===== src/rtl/pwm2_pkg.sv =====
`timescale 1ns/1ps
// pwm2_pkg: shared field positions, the per-channel configuration type and
// the divider-code decode for the two-channel modulator.
// Assumes one control word in which channel n's fields sit n*CH_STRIDE bits up.
package pwm2_pkg;

    localparam int DIV_W     = 17;   // wide enough for the largest ratio, 72000
    localparam int F_CODE    = 0;
    localparam int F_EN      = 4;
    localparam int F_LVL     = 5;
    localparam int F_GATE    = 6;
    localparam int F_BYP     = 9;
    localparam int CH_STRIDE = 15;

    typedef struct packed {
        logic [3:0] code;
        logic       en;
        logic       lvl;
        logic       gate;
        logic       byp;
    } ch_cfg_t;

    // Ratio for a divider code; reserved codes return 1.
    function automatic logic [DIV_W-1:0] code_to_div(input logic [3:0] code);
        logic [DIV_W-1:0] r;
        case (code)
            4'd0:    r = DIV_W'(120);
            4'd1:    r = DIV_W'(180);
            4'd2:    r = DIV_W'(240);
            4'd3:    r = DIV_W'(360);
            4'd4:    r = DIV_W'(480);
            4'd8:    r = DIV_W'(12000);
            4'd9:    r = DIV_W'(24000);
            4'd10:   r = DIV_W'(36000);
            4'd11:   r = DIV_W'(48000);
            4'd12:   r = DIV_W'(72000);
            default: r = DIV_W'(1);
        endcase
        return r;
    endfunction

    // True for codes that have no ratio assigned.
    function automatic logic code_reserved(input logic [3:0] code);
        return (code inside {4'd5, 4'd6, 4'd7, 4'd13, 4'd14});
    endfunction

endpackage


===== src/rtl/pwm2_regs.sv =====
`timescale 1ns/1ps
// pwm2_regs: word-addressed register file with one control word and one
// period word per channel. Writes take effect at the clock edge. Reads are
// combinational from the stored words.
// Assumes single-cycle accesses; byte lanes are not supported.
module pwm2_regs #(
    parameter int NUM_CH = 2,
    parameter int DATA_W = 32,
    parameter int ADDR_W = 4
) (
    input  logic                           clk,
    input  logic                           rst_n,
    input  logic                           sel_i,
    input  logic                           wr_i,
    input  logic [ADDR_W-1:0]              addr_i,
    input  logic [DATA_W-1:0]              wdata_i,
    output logic [DATA_W-1:0]              rdata_o,
    output logic [DATA_W-1:0]              ctrl_o,
    output logic [NUM_CH-1:0][DATA_W-1:0]  period_o
);
    localparam int IDX_W = ADDR_W - 2;

    logic [IDX_W-1:0] idx;
    logic             wr_en;
    logic             unused_addr_lsb;

    assign idx             = addr_i[ADDR_W-1:2];
    assign wr_en           = sel_i && wr_i;
    assign unused_addr_lsb = ^addr_i[1:0];

    // Control word storage.
    always_ff @(posedge clk) begin
        if (!rst_n)
            ctrl_o <= '0;
        else if (wr_en && idx == '0)
            ctrl_o <= wdata_i;
    end

    // One period word per channel, at word index channel+1.
    for (genvar g = 0; g < NUM_CH; g++) begin : g_period
        always_ff @(posedge clk) begin
            if (!rst_n)
                period_o[g] <= '0;
            else if (wr_en && idx == IDX_W'(g + 1))
                period_o[g] <= wdata_i;
        end
    end

    // Read multiplexer; unmapped words read 0.
    always_comb begin
        rdata_o = '0;
        if (idx == '0)
            rdata_o = ctrl_o;
        for (int c = 0; c < NUM_CH; c++)
            if (idx == IDX_W'(c + 1))
                rdata_o = period_o[c];
    end

    p_ctrl_write_r1: assert property (@(posedge clk) disable iff (!rst_n)
        (wr_en && idx == '0) |=> (ctrl_o == $past(wdata_i)));

    p_ctrl_hold_r1: assert property (@(posedge clk) disable iff (!rst_n)
        !(wr_en && idx == '0) |=> $stable(ctrl_o));

endmodule


===== src/rtl/pwm2_prescaler.sv =====
`timescale 1ns/1ps
// pwm2_prescaler: divides the reference clock by div_i and gives a one-cycle
// tick in the last reference cycle of every divided interval.
// Assumes div_i >= 1. While run_i is low the counter is held at zero.
module pwm2_prescaler
    import pwm2_pkg::*;
(
    input  logic             clk,
    input  logic             rst_n,
    input  logic             run_i,
    input  logic [DIV_W-1:0] div_i,
    output logic             tick_o
);
    logic [DIV_W-1:0] pcnt_q;
    logic             at_end;

    assign at_end = (pcnt_q >= div_i - 1'b1);
    assign tick_o = run_i && (pcnt_q == div_i - 1'b1);

    // Reference-cycle counter inside one divided interval.
    always_ff @(posedge clk) begin
        if (!rst_n || !run_i)
            pcnt_q <= '0;
        else if (at_end)
            pcnt_q <= '0;
        else
            pcnt_q <= pcnt_q + 1'b1;
    end

    p_idle_clear_r3: assert property (@(posedge clk) disable iff (!rst_n)
        !$past(run_i) |-> (pcnt_q == '0));

    p_tick_spacing_r5: assert property (@(posedge clk) disable iff (!rst_n)
        (tick_o && div_i > 1 && run_i) |=> (!tick_o || div_i == 1));

endmodule


===== src/rtl/pwm2_channel.sv =====
`timescale 1ns/1ps
// pwm2_channel: one modulator channel. It holds a working copy of its period
// word that reloads only at a period wrap, counts divided ticks through the
// period and drives the output. A polarity select sets the output level and
// a clock-forwarding mux can replace the waveform with the reference clock.
// Assumes the period word splits into two CNT_W halves: length-1, active.
module pwm2_channel
    import pwm2_pkg::*;
#(
    parameter int CNT_W = 16
) (
    input  logic               clk,
    input  logic               rst_n,
    input  ch_cfg_t            cfg_i,
    input  logic [2*CNT_W-1:0] period_i,
    output logic               pwm_o
);
    logic             run;
    logic             reserved;
    logic [DIV_W-1:0] div;
    logic             tick;
    logic [CNT_W-1:0] cnt_q;
    logic [CNT_W-1:0] tot_q;
    logic [CNT_W-1:0] act_q;
    logic             wrap;
    logic             in_active;
    logic             wave;

    assign run      = cfg_i.en && cfg_i.gate;
    assign reserved = code_reserved(cfg_i.code);
    assign div      = reserved ? DIV_W'(1) : code_to_div(cfg_i.code);
    assign wrap     = tick && (cnt_q == tot_q);

    pwm2_prescaler u_presc (
        .clk    (clk),
        .rst_n  (rst_n),
        .run_i  (run),
        .div_i  (div),
        .tick_o (tick)
    );

    // Tick counter and working period copy; the copy follows the register
    // while idle and reloads only at a wrap while running.
    always_ff @(posedge clk) begin
        if (!rst_n) begin
            cnt_q <= '0;
            tot_q <= '0;
            act_q <= '0;
        end else if (!run) begin
            cnt_q <= '0;
            tot_q <= period_i[2*CNT_W-1:CNT_W];
            act_q <= period_i[CNT_W-1:0];
        end else if (wrap) begin
            cnt_q <= '0;
            tot_q <= period_i[2*CNT_W-1:CNT_W];
            act_q <= period_i[CNT_W-1:0];
        end else if (tick) begin
            cnt_q <= cnt_q + 1'b1;
        end
    end

    // Active phase, polarity and clock forwarding.
    always_comb begin
        in_active = run && !reserved && (cnt_q < act_q);
        wave      = in_active ? cfg_i.lvl : !cfg_i.lvl;
        pwm_o     = cfg_i.byp ? clk : wave;
    end

    p_cnt_in_range_r4: assert property (@(posedge clk) disable iff (!rst_n)
        cnt_q <= tot_q);

    p_idle_inactive_r3: assert property (@(posedge clk) disable iff (!rst_n)
        (!run && !cfg_i.byp) |-> (pwm_o == !cfg_i.lvl));

    p_reserved_inactive_r6: assert property (@(posedge clk) disable iff (!rst_n)
        (run && reserved && !cfg_i.byp) |-> (pwm_o == !cfg_i.lvl));

    p_reload_at_wrap_r8: assert property (@(posedge clk) disable iff (!rst_n)
        ($past(run) && run && !$past(wrap)) |-> ($stable(tot_q) && $stable(act_q)));

endmodule


===== src/rtl/pwm2_ctrl.sv =====
`timescale 1ns/1ps
// pwm2_ctrl: top of the two-channel modulator. It splits the shared control
// word into per-channel fields and instantiates the register file and one
// channel per output.
// Assumes the reference clock is clk and all register accesses use it.
module pwm2_ctrl
    import pwm2_pkg::*;
#(
    parameter int NUM_CH = 2,
    parameter int DATA_W = 32,
    parameter int ADDR_W = 4
) (
    input  logic              clk,
    input  logic              rst_n,
    input  logic              reg_sel,
    input  logic              reg_wr,
    input  logic [ADDR_W-1:0] reg_addr,
    input  logic [DATA_W-1:0] reg_wdata,
    output logic [DATA_W-1:0] reg_rdata,
    output logic [NUM_CH-1:0] pwm_out
);
    localparam int CNT_W = DATA_W / 2;

    logic [DATA_W-1:0]             ctrl;
    logic [NUM_CH-1:0][DATA_W-1:0] period;
    ch_cfg_t [NUM_CH-1:0]          cfg;
    logic                          unused_ctrl_bits;

    assign unused_ctrl_bits = ^ctrl;

    pwm2_regs #(
        .NUM_CH (NUM_CH),
        .DATA_W (DATA_W),
        .ADDR_W (ADDR_W)
    ) u_regs (
        .clk      (clk),
        .rst_n    (rst_n),
        .sel_i    (reg_sel),
        .wr_i     (reg_wr),
        .addr_i   (reg_addr),
        .wdata_i  (reg_wdata),
        .rdata_o  (reg_rdata),
        .ctrl_o   (ctrl),
        .period_o (period)
    );

    for (genvar g = 0; g < NUM_CH; g++) begin : g_ch
        localparam int B = g * CH_STRIDE;

        // Field extraction for channel g from the shared control word.
        always_comb begin
            cfg[g].code = ctrl[B + F_CODE +: 4];
            cfg[g].en   = ctrl[B + F_EN];
            cfg[g].lvl  = ctrl[B + F_LVL];
            cfg[g].gate = ctrl[B + F_GATE];
            cfg[g].byp  = ctrl[B + F_BYP];
        end

        pwm2_channel #(
            .CNT_W (CNT_W)
        ) u_ch (
            .clk      (clk),
            .rst_n    (rst_n),
            .cfg_i    (cfg[g]),
            .period_i (period[g]),
            .pwm_o    (pwm_out[g])
        );
    end

endmodule


===== config.mk =====
export PLATFORM = sky130hd
export DESIGN_NAME = pwm2_ctrl
export DESIGN_NICKNAME = d
export VERILOG_FILES = /design/src/rtl/pwm2_pkg.sv /design/src/rtl/pwm2_regs.sv /design/src/rtl/pwm2_prescaler.sv /design/src/rtl/pwm2_channel.sv /design/src/rtl/pwm2_ctrl.sv
export SDC_FILE = /design/constraint.sdc
export NUM_CORES = 1
export LEC_CHECK = 0
export BUFFER_PORTS_ARGS = -buffer_cell sky130_fd_sc_hd__buf_2
export CORE_UTILIZATION = 60
export CTS_CLUSTER_SIZE = 8
export DETAILED_ROUTE_END_ITERATION = 8
export GPL_TIMING_DRIVEN = 0
export PLACE_DENSITY_LB_ADDON = 0.15
export REMOVE_ABC_BUFFERS = 1
export SYNTH_ARGS = -nofsm -noshare
export SYNTH_HDL_FRONTEND = slang
export SYNTH_SLANG_ARGS = --single-unit

===== constraint.sdc =====
create_clock -name clk -period 5.2 [get_ports clk]
set_input_delay 0.78 -clock clk [delete_from_list [all_inputs] [get_ports clk]]
set_output_delay 0.78 -clock clk [all_outputs]
set_load 0.02 [all_outputs]

# Yosys cells after proc, flatten, opt, wreduce, memory -nomap -nowiden
# Memories as Yosys holds them, arrays and structs flattened. A register that Yosys moved wholly into a read port is not among the register bits.
# Index checks and enable logic that the tools add are counted.
[totals]
reg_bits = 226
romBits = 512
inputBits = 40
output_inout_bits = 34
word_cells = 95
n_memories = 2
[op_classes]
n_addsub = 6
n_lt_le_gt_ge = 4
eq_ne = 18
mux = 21
bitwise_logic = 3
n_reduce_logical = 30
[memory_table]
columns = ["memory", "words", "word_bits", "rd", "rd_clocked_by_memory_dff", "write_ports", "line_no", "rtl"]
rows = [
  ["(no name shown)", 16, 16, 1, 1, 0, "pwm2_pkg.sv:26", "case (code)"],
  ["(no name shown)", 16, 16, 1, 1, 0, "pwm2_pkg.sv:26", ""],
]
[ops]
columns = ["cell", "n"]
rows = [
  ["$mux 16", 8],
  ["$mux 32", 3],
  ["$add 17x1->17 const B", 2],
  ["$eq 17x17->1", 2],
  ["$ge 17x17->1", 2],
  ["$mux 17", 2],
  ["$sub 17x1->17 const B", 2],
  ["$add 16x1->16 const B", 2],
  ["$eq 16x16->1", 2],
  ["$lt 16x16->1", 2],
  ["$eq 4x3->1 const B", 6],
  ["$eq 4x4->1 const B", 4],
  ["$mux 4", 4],
  ["$logic_and 1x1->1", 14],
  ["$reduce_bool 5->1", 2],
  ["$logic_not 1->1", 7],
  ["$reduce_or 3->1", 2],
  ["$mux 1", 4],
  ["$ne 2x2->1 const B", 2],
  ["$reduce_or 2->1", 2],
  ["$not 1->1", 3],
  ["$eq 2x1->1 const B", 1],
  ["$eq 2x2->1 const B", 1],
  ["$logic_not 2->1", 1],
  ["$logic_or 1x1->1", 2],
]

# Depth between registers and ports, before layout
[depth]
ltp_word = 9
depth_mapped = 17
ltp_nobuf = 13

# Hierarchy
# Synthesis repeated with hierarchy kept, for this count alone.
[unflattened]
hier_cells = 1394
area_unflattened_um2 = 12587.1
[by_module_without_submodules]
columns = ["module", "n_inst", "cells_each", "area_each_um2", "seq_area_each_um2"]
rows = [
  ["pwm2_channel", 2, 306, 2756.4, 960.9],
  ["pwm2_regs", 1, 424, 4196.5, 1921.8],
  ["pwm2_prescaler", 2, 179, 1438.9, 340.3],
]

==> results.txt <==
H-tree depth: 2
Site row count: 54
Max cap viols: 0
Startpoint types: flip-flop
Num ports: 74
Layout Skew: 0.0194 ns
Failing checks: design-rule violations
Die Area: 0.0228 mm^2
Met3 Usage GRT: 4.64%
TritonCTS Buffers: 38
RR Endpoint: g_ch[0].u_ch.cnt_q[9]
Detailed Route Iter0 Violations: 645
Horiz. Die Dim: 151 um
Maximum net fanout on the critical path: 27
Worst vdd ir: 0.265 mV
Combinational fraction of design power: 4.7%
Sequential share of power: 44.5%
R2R depth: 12
Hold Path Origin: g_ch[0].u_ch.act_q[11]
Filler cell count in the final layout: 1,831
Worst-Margin Slew: 1.33 ns
Die Span Y: 151 um
Yosys warnings: 0
Worst EP required: 5.61 ns
Power Density: 301 mW/mm^2
Largest net degree at the start of global routing: 131
Area contributors post-synth: dfxtp_1 (38%), nand2_1 (11%), mux2i_1 (7.7%)
Total chip power: 4530 uW
Ys flop type: dfxtp_1
Gpl congestion: 0.852
CTS Hold Bufs: 0
Pre-antenna DRT Iters: 7
CTS tree: done
Minimum clock period: 4.67 ns
Post-synth EDFFs: 0
DPL Wire Length: 21.8 mm
Hold Vio Cnt, Final: 0
Initial antenna violation count: 0
Vias: 11,300
Antenna Nets Post-Route: 0
Synth area leader: dfxtp_1
Syn-to-layout area delta: 12.7%
CP Cell Sequence: or4_4 > or3_1 > or4_4 > xnor2_1 > nand2_1 > ha_1 > nand4_1 > or4_1 > nor2_2 > a21oi_4 > buf_12 > and3_1
Layout cells sized above 1: 8.89%
Register area share after synthesis: 38.4%
Synth Instances: 1,601
Hold WS: 0.454 ns
Starting Density: 61.1%
Drt total wl: 32.1 mm
Net switching power: 1040 uW
Distinct cells, synth: 59
Layout Nets: 1,752
Clock edge transition at the registers on the reported setup and hold paths: 0.05 ns
Vias in the first global route: 10,600
Status: complete, but fails checks
Int Power: 3490 uW
GRT met2 Usage: 48.7%
Worst Hold Endpoint: g_ch[0].u_ch.act_q[11]
Reg area: 0.00512 mm^2
Tot GR Track Use: 28.5%
Worst Path Arrival: 5.08 ns
Leakage: 0.00583 uW
Max Transition Viols Final: 0
Core area: 0.0218 mm^2
Fmax: 214 MHz
CP max stage delay: 0.80 ns
GRT busiest layer: met2
DRC viols: 1
Global Route met1 Usage: 36.4%
Global-route wire length before repair: 51.7 mm
Grt total ovfl: 0
Clock buffer depth: 3
FF-to-FF setup slack: 0.53 ns
Port Buffers: 71
Share of the synthesized area in the top cell type: 38.4%
Final Setup Violations: 0
Final period utilization: 89.8%
Worst Path Class, Setup: flip-flop to flip-flop
Slowest CP cell: or4_1
Clock network fraction of total power: 50.8%
DR WL/cell: 16.6 um
Switch share: 22.9%
Syn avg cell area: 8.33 um^2
Clock latency on the worst-skew pair: 0.52 ns
Mapped Area: 0.0133 mm^2
Seq cells post-synth: 256
Worst Setup End Kind: flip-flop
Setup Fix Bufs, Post-CTS: 0
Clk root buf: clkbuf_16
CP dominant cell by count: or4_4
Antenna fix cells: 0
Drt via density: 5.82
PostCTS Resize Cnt: 0
Footprint of the multi-input gates: 0.00768 mm^2
Hold Path Class: flip-flop to flip-flop
Max-Slew Margin vs Limit: 11.3%
RSZ-0062 raised after global routing: no
Async set-reset flop share out of synthesis: 0%
Hold Path Cell Cnt: 2
routing by layer:
layer	share of wire [%]	vias to the layer above
met5	0	-
met4	2.1	0
met3	5.2	57
met2	48	267
met1	45	5346
li1	-	5587
cells in the mapped netlist, drive strengths merged, types with 14 or more instances:
cell type  instances
nand2            403
nor3              39
xnor2             43
o21ai             59
a21oi             36
mux2i            102
ha                78
nand3             31
a211oi            20
nor4              22
and3              22
nor2              44
buf               17
inv               54
xor2              50
or3               14
a21boi            95
dfxtp            256
nand4             31
clkbuf            72
logic make-up (layout without fill, tap and decap cells):
group / Yosys count / in the layout / synth area share (%)
AND/OR/NAND/NOR: 654 / 654 / 22.1
AO/OA/AOI/OAI: 266 / 266 / 13.6
flip-flops: 256 / 256 / 38.4
buffers and inverters: 147 / 199 / 4.32
multiplexers: 107 / 107 / 8.08
XOR/XNOR: 93 / 93 / 6.11
adder cells (fa/ha/maj): 78 / 78 / 7.32
power groups by stage:
stage	Clock, uW	Sequential (uW)	Combinational, uW
final	2300	2020	212
after detailed placement	7.01	2050	210
after floorplan	6.26	2050	105
after CTS	2320	2020	211
after global placement	7.01	2050	200
after global routing	2410	2020	233
stage by stage:
| stage | std cells | setup slack (ns) | util (%) | cell area [um^2] | setup TNS, ns |
|---|---|---|---|---|---|
| final | 1933 | 0.531 | 68.9 | 15000 | 0 |
| after global routing | 1933 | 0.102 | 68.9 | 15000 | 0 |
| after CTS | 1932 | 0.554 | 68.8 | 15000 | 0 |
| after detailed placement | 1872 | 0.590 | 63.7 | 13900 | 0 |
| after global placement | 1863 | -3.16 | 62.7 | 13700 | -278.39 |
| after floorplan | 1512 | -0.723 | - | 13000 | -33.95 |
worst max-delay path by stage:
stage	startpoint	to	slack [ns]	cells past startpoint
2_1_floorplan	flip-flop	g_ch[0].u_ch.cnt_q[0]	-0.72	11
3_3_place_gp	reg_addr[2]	flip-flop	-3.16	8
3_5_place_dp	flip-flop	g_ch[0].u_ch.cnt_q[9]	0.59	12
4_1_cts	flip-flop	g_ch[0].u_ch.cnt_q[9]	0.55	12
5_1_grt	u_regs.ctrl_o[16]	g_ch[1].u_ch.cnt_q[0]	0.10	12
6_report	flip-flop	g_ch[0].u_ch.cnt_q[9]	0.53	12
critical path: cells and delay by family, from the launching register on:
family,cells,cell delay (ns)
flops,1,0.33
buf+inv,1,0.29
fa+ha+maj,1,0.34
xor+xnor,1,0.15
simple gates,8,3.15
compound gates,1,0.29
layout by cell type (no fill, tap or decap), drive strengths merged, types with 7 or more instances in the layout:
cell type,netlist,routed
nand2,403,403
nor2,44,44
clkbuf,72,57
a21boi,95,95
o21ai,59,59
nand4,31,31
o211a,9,9
a21o,13,13
inv,54,57
a21oi,36,36
buf,17,81
xnor2,43,43
nand3,31,31
and4,7,7
xor2,50,50
ha,78,78
mux2i,102,102
a211oi,20,20
nand2b,8,8
nor2b,7,7
nor3,39,39
nor4,22,22
or3,14,14
dfxtp,256,256
or4,7,7
and3,22,22
and2,7,7
cell type report:
type                            instances  share of cell area (%)
Inverter                               57                    1.42
Timing Repair Buffer                   79                    3.53
Clock buffer                           59                    7.22
Tap cell                              280                    2.33
Clock inverter                          4                   0.241
Multi-Input combinational cell       1198                    51.1
Sequential cell                       256                    34.1
Note: power is estimated with default switching activity, not from simulation.
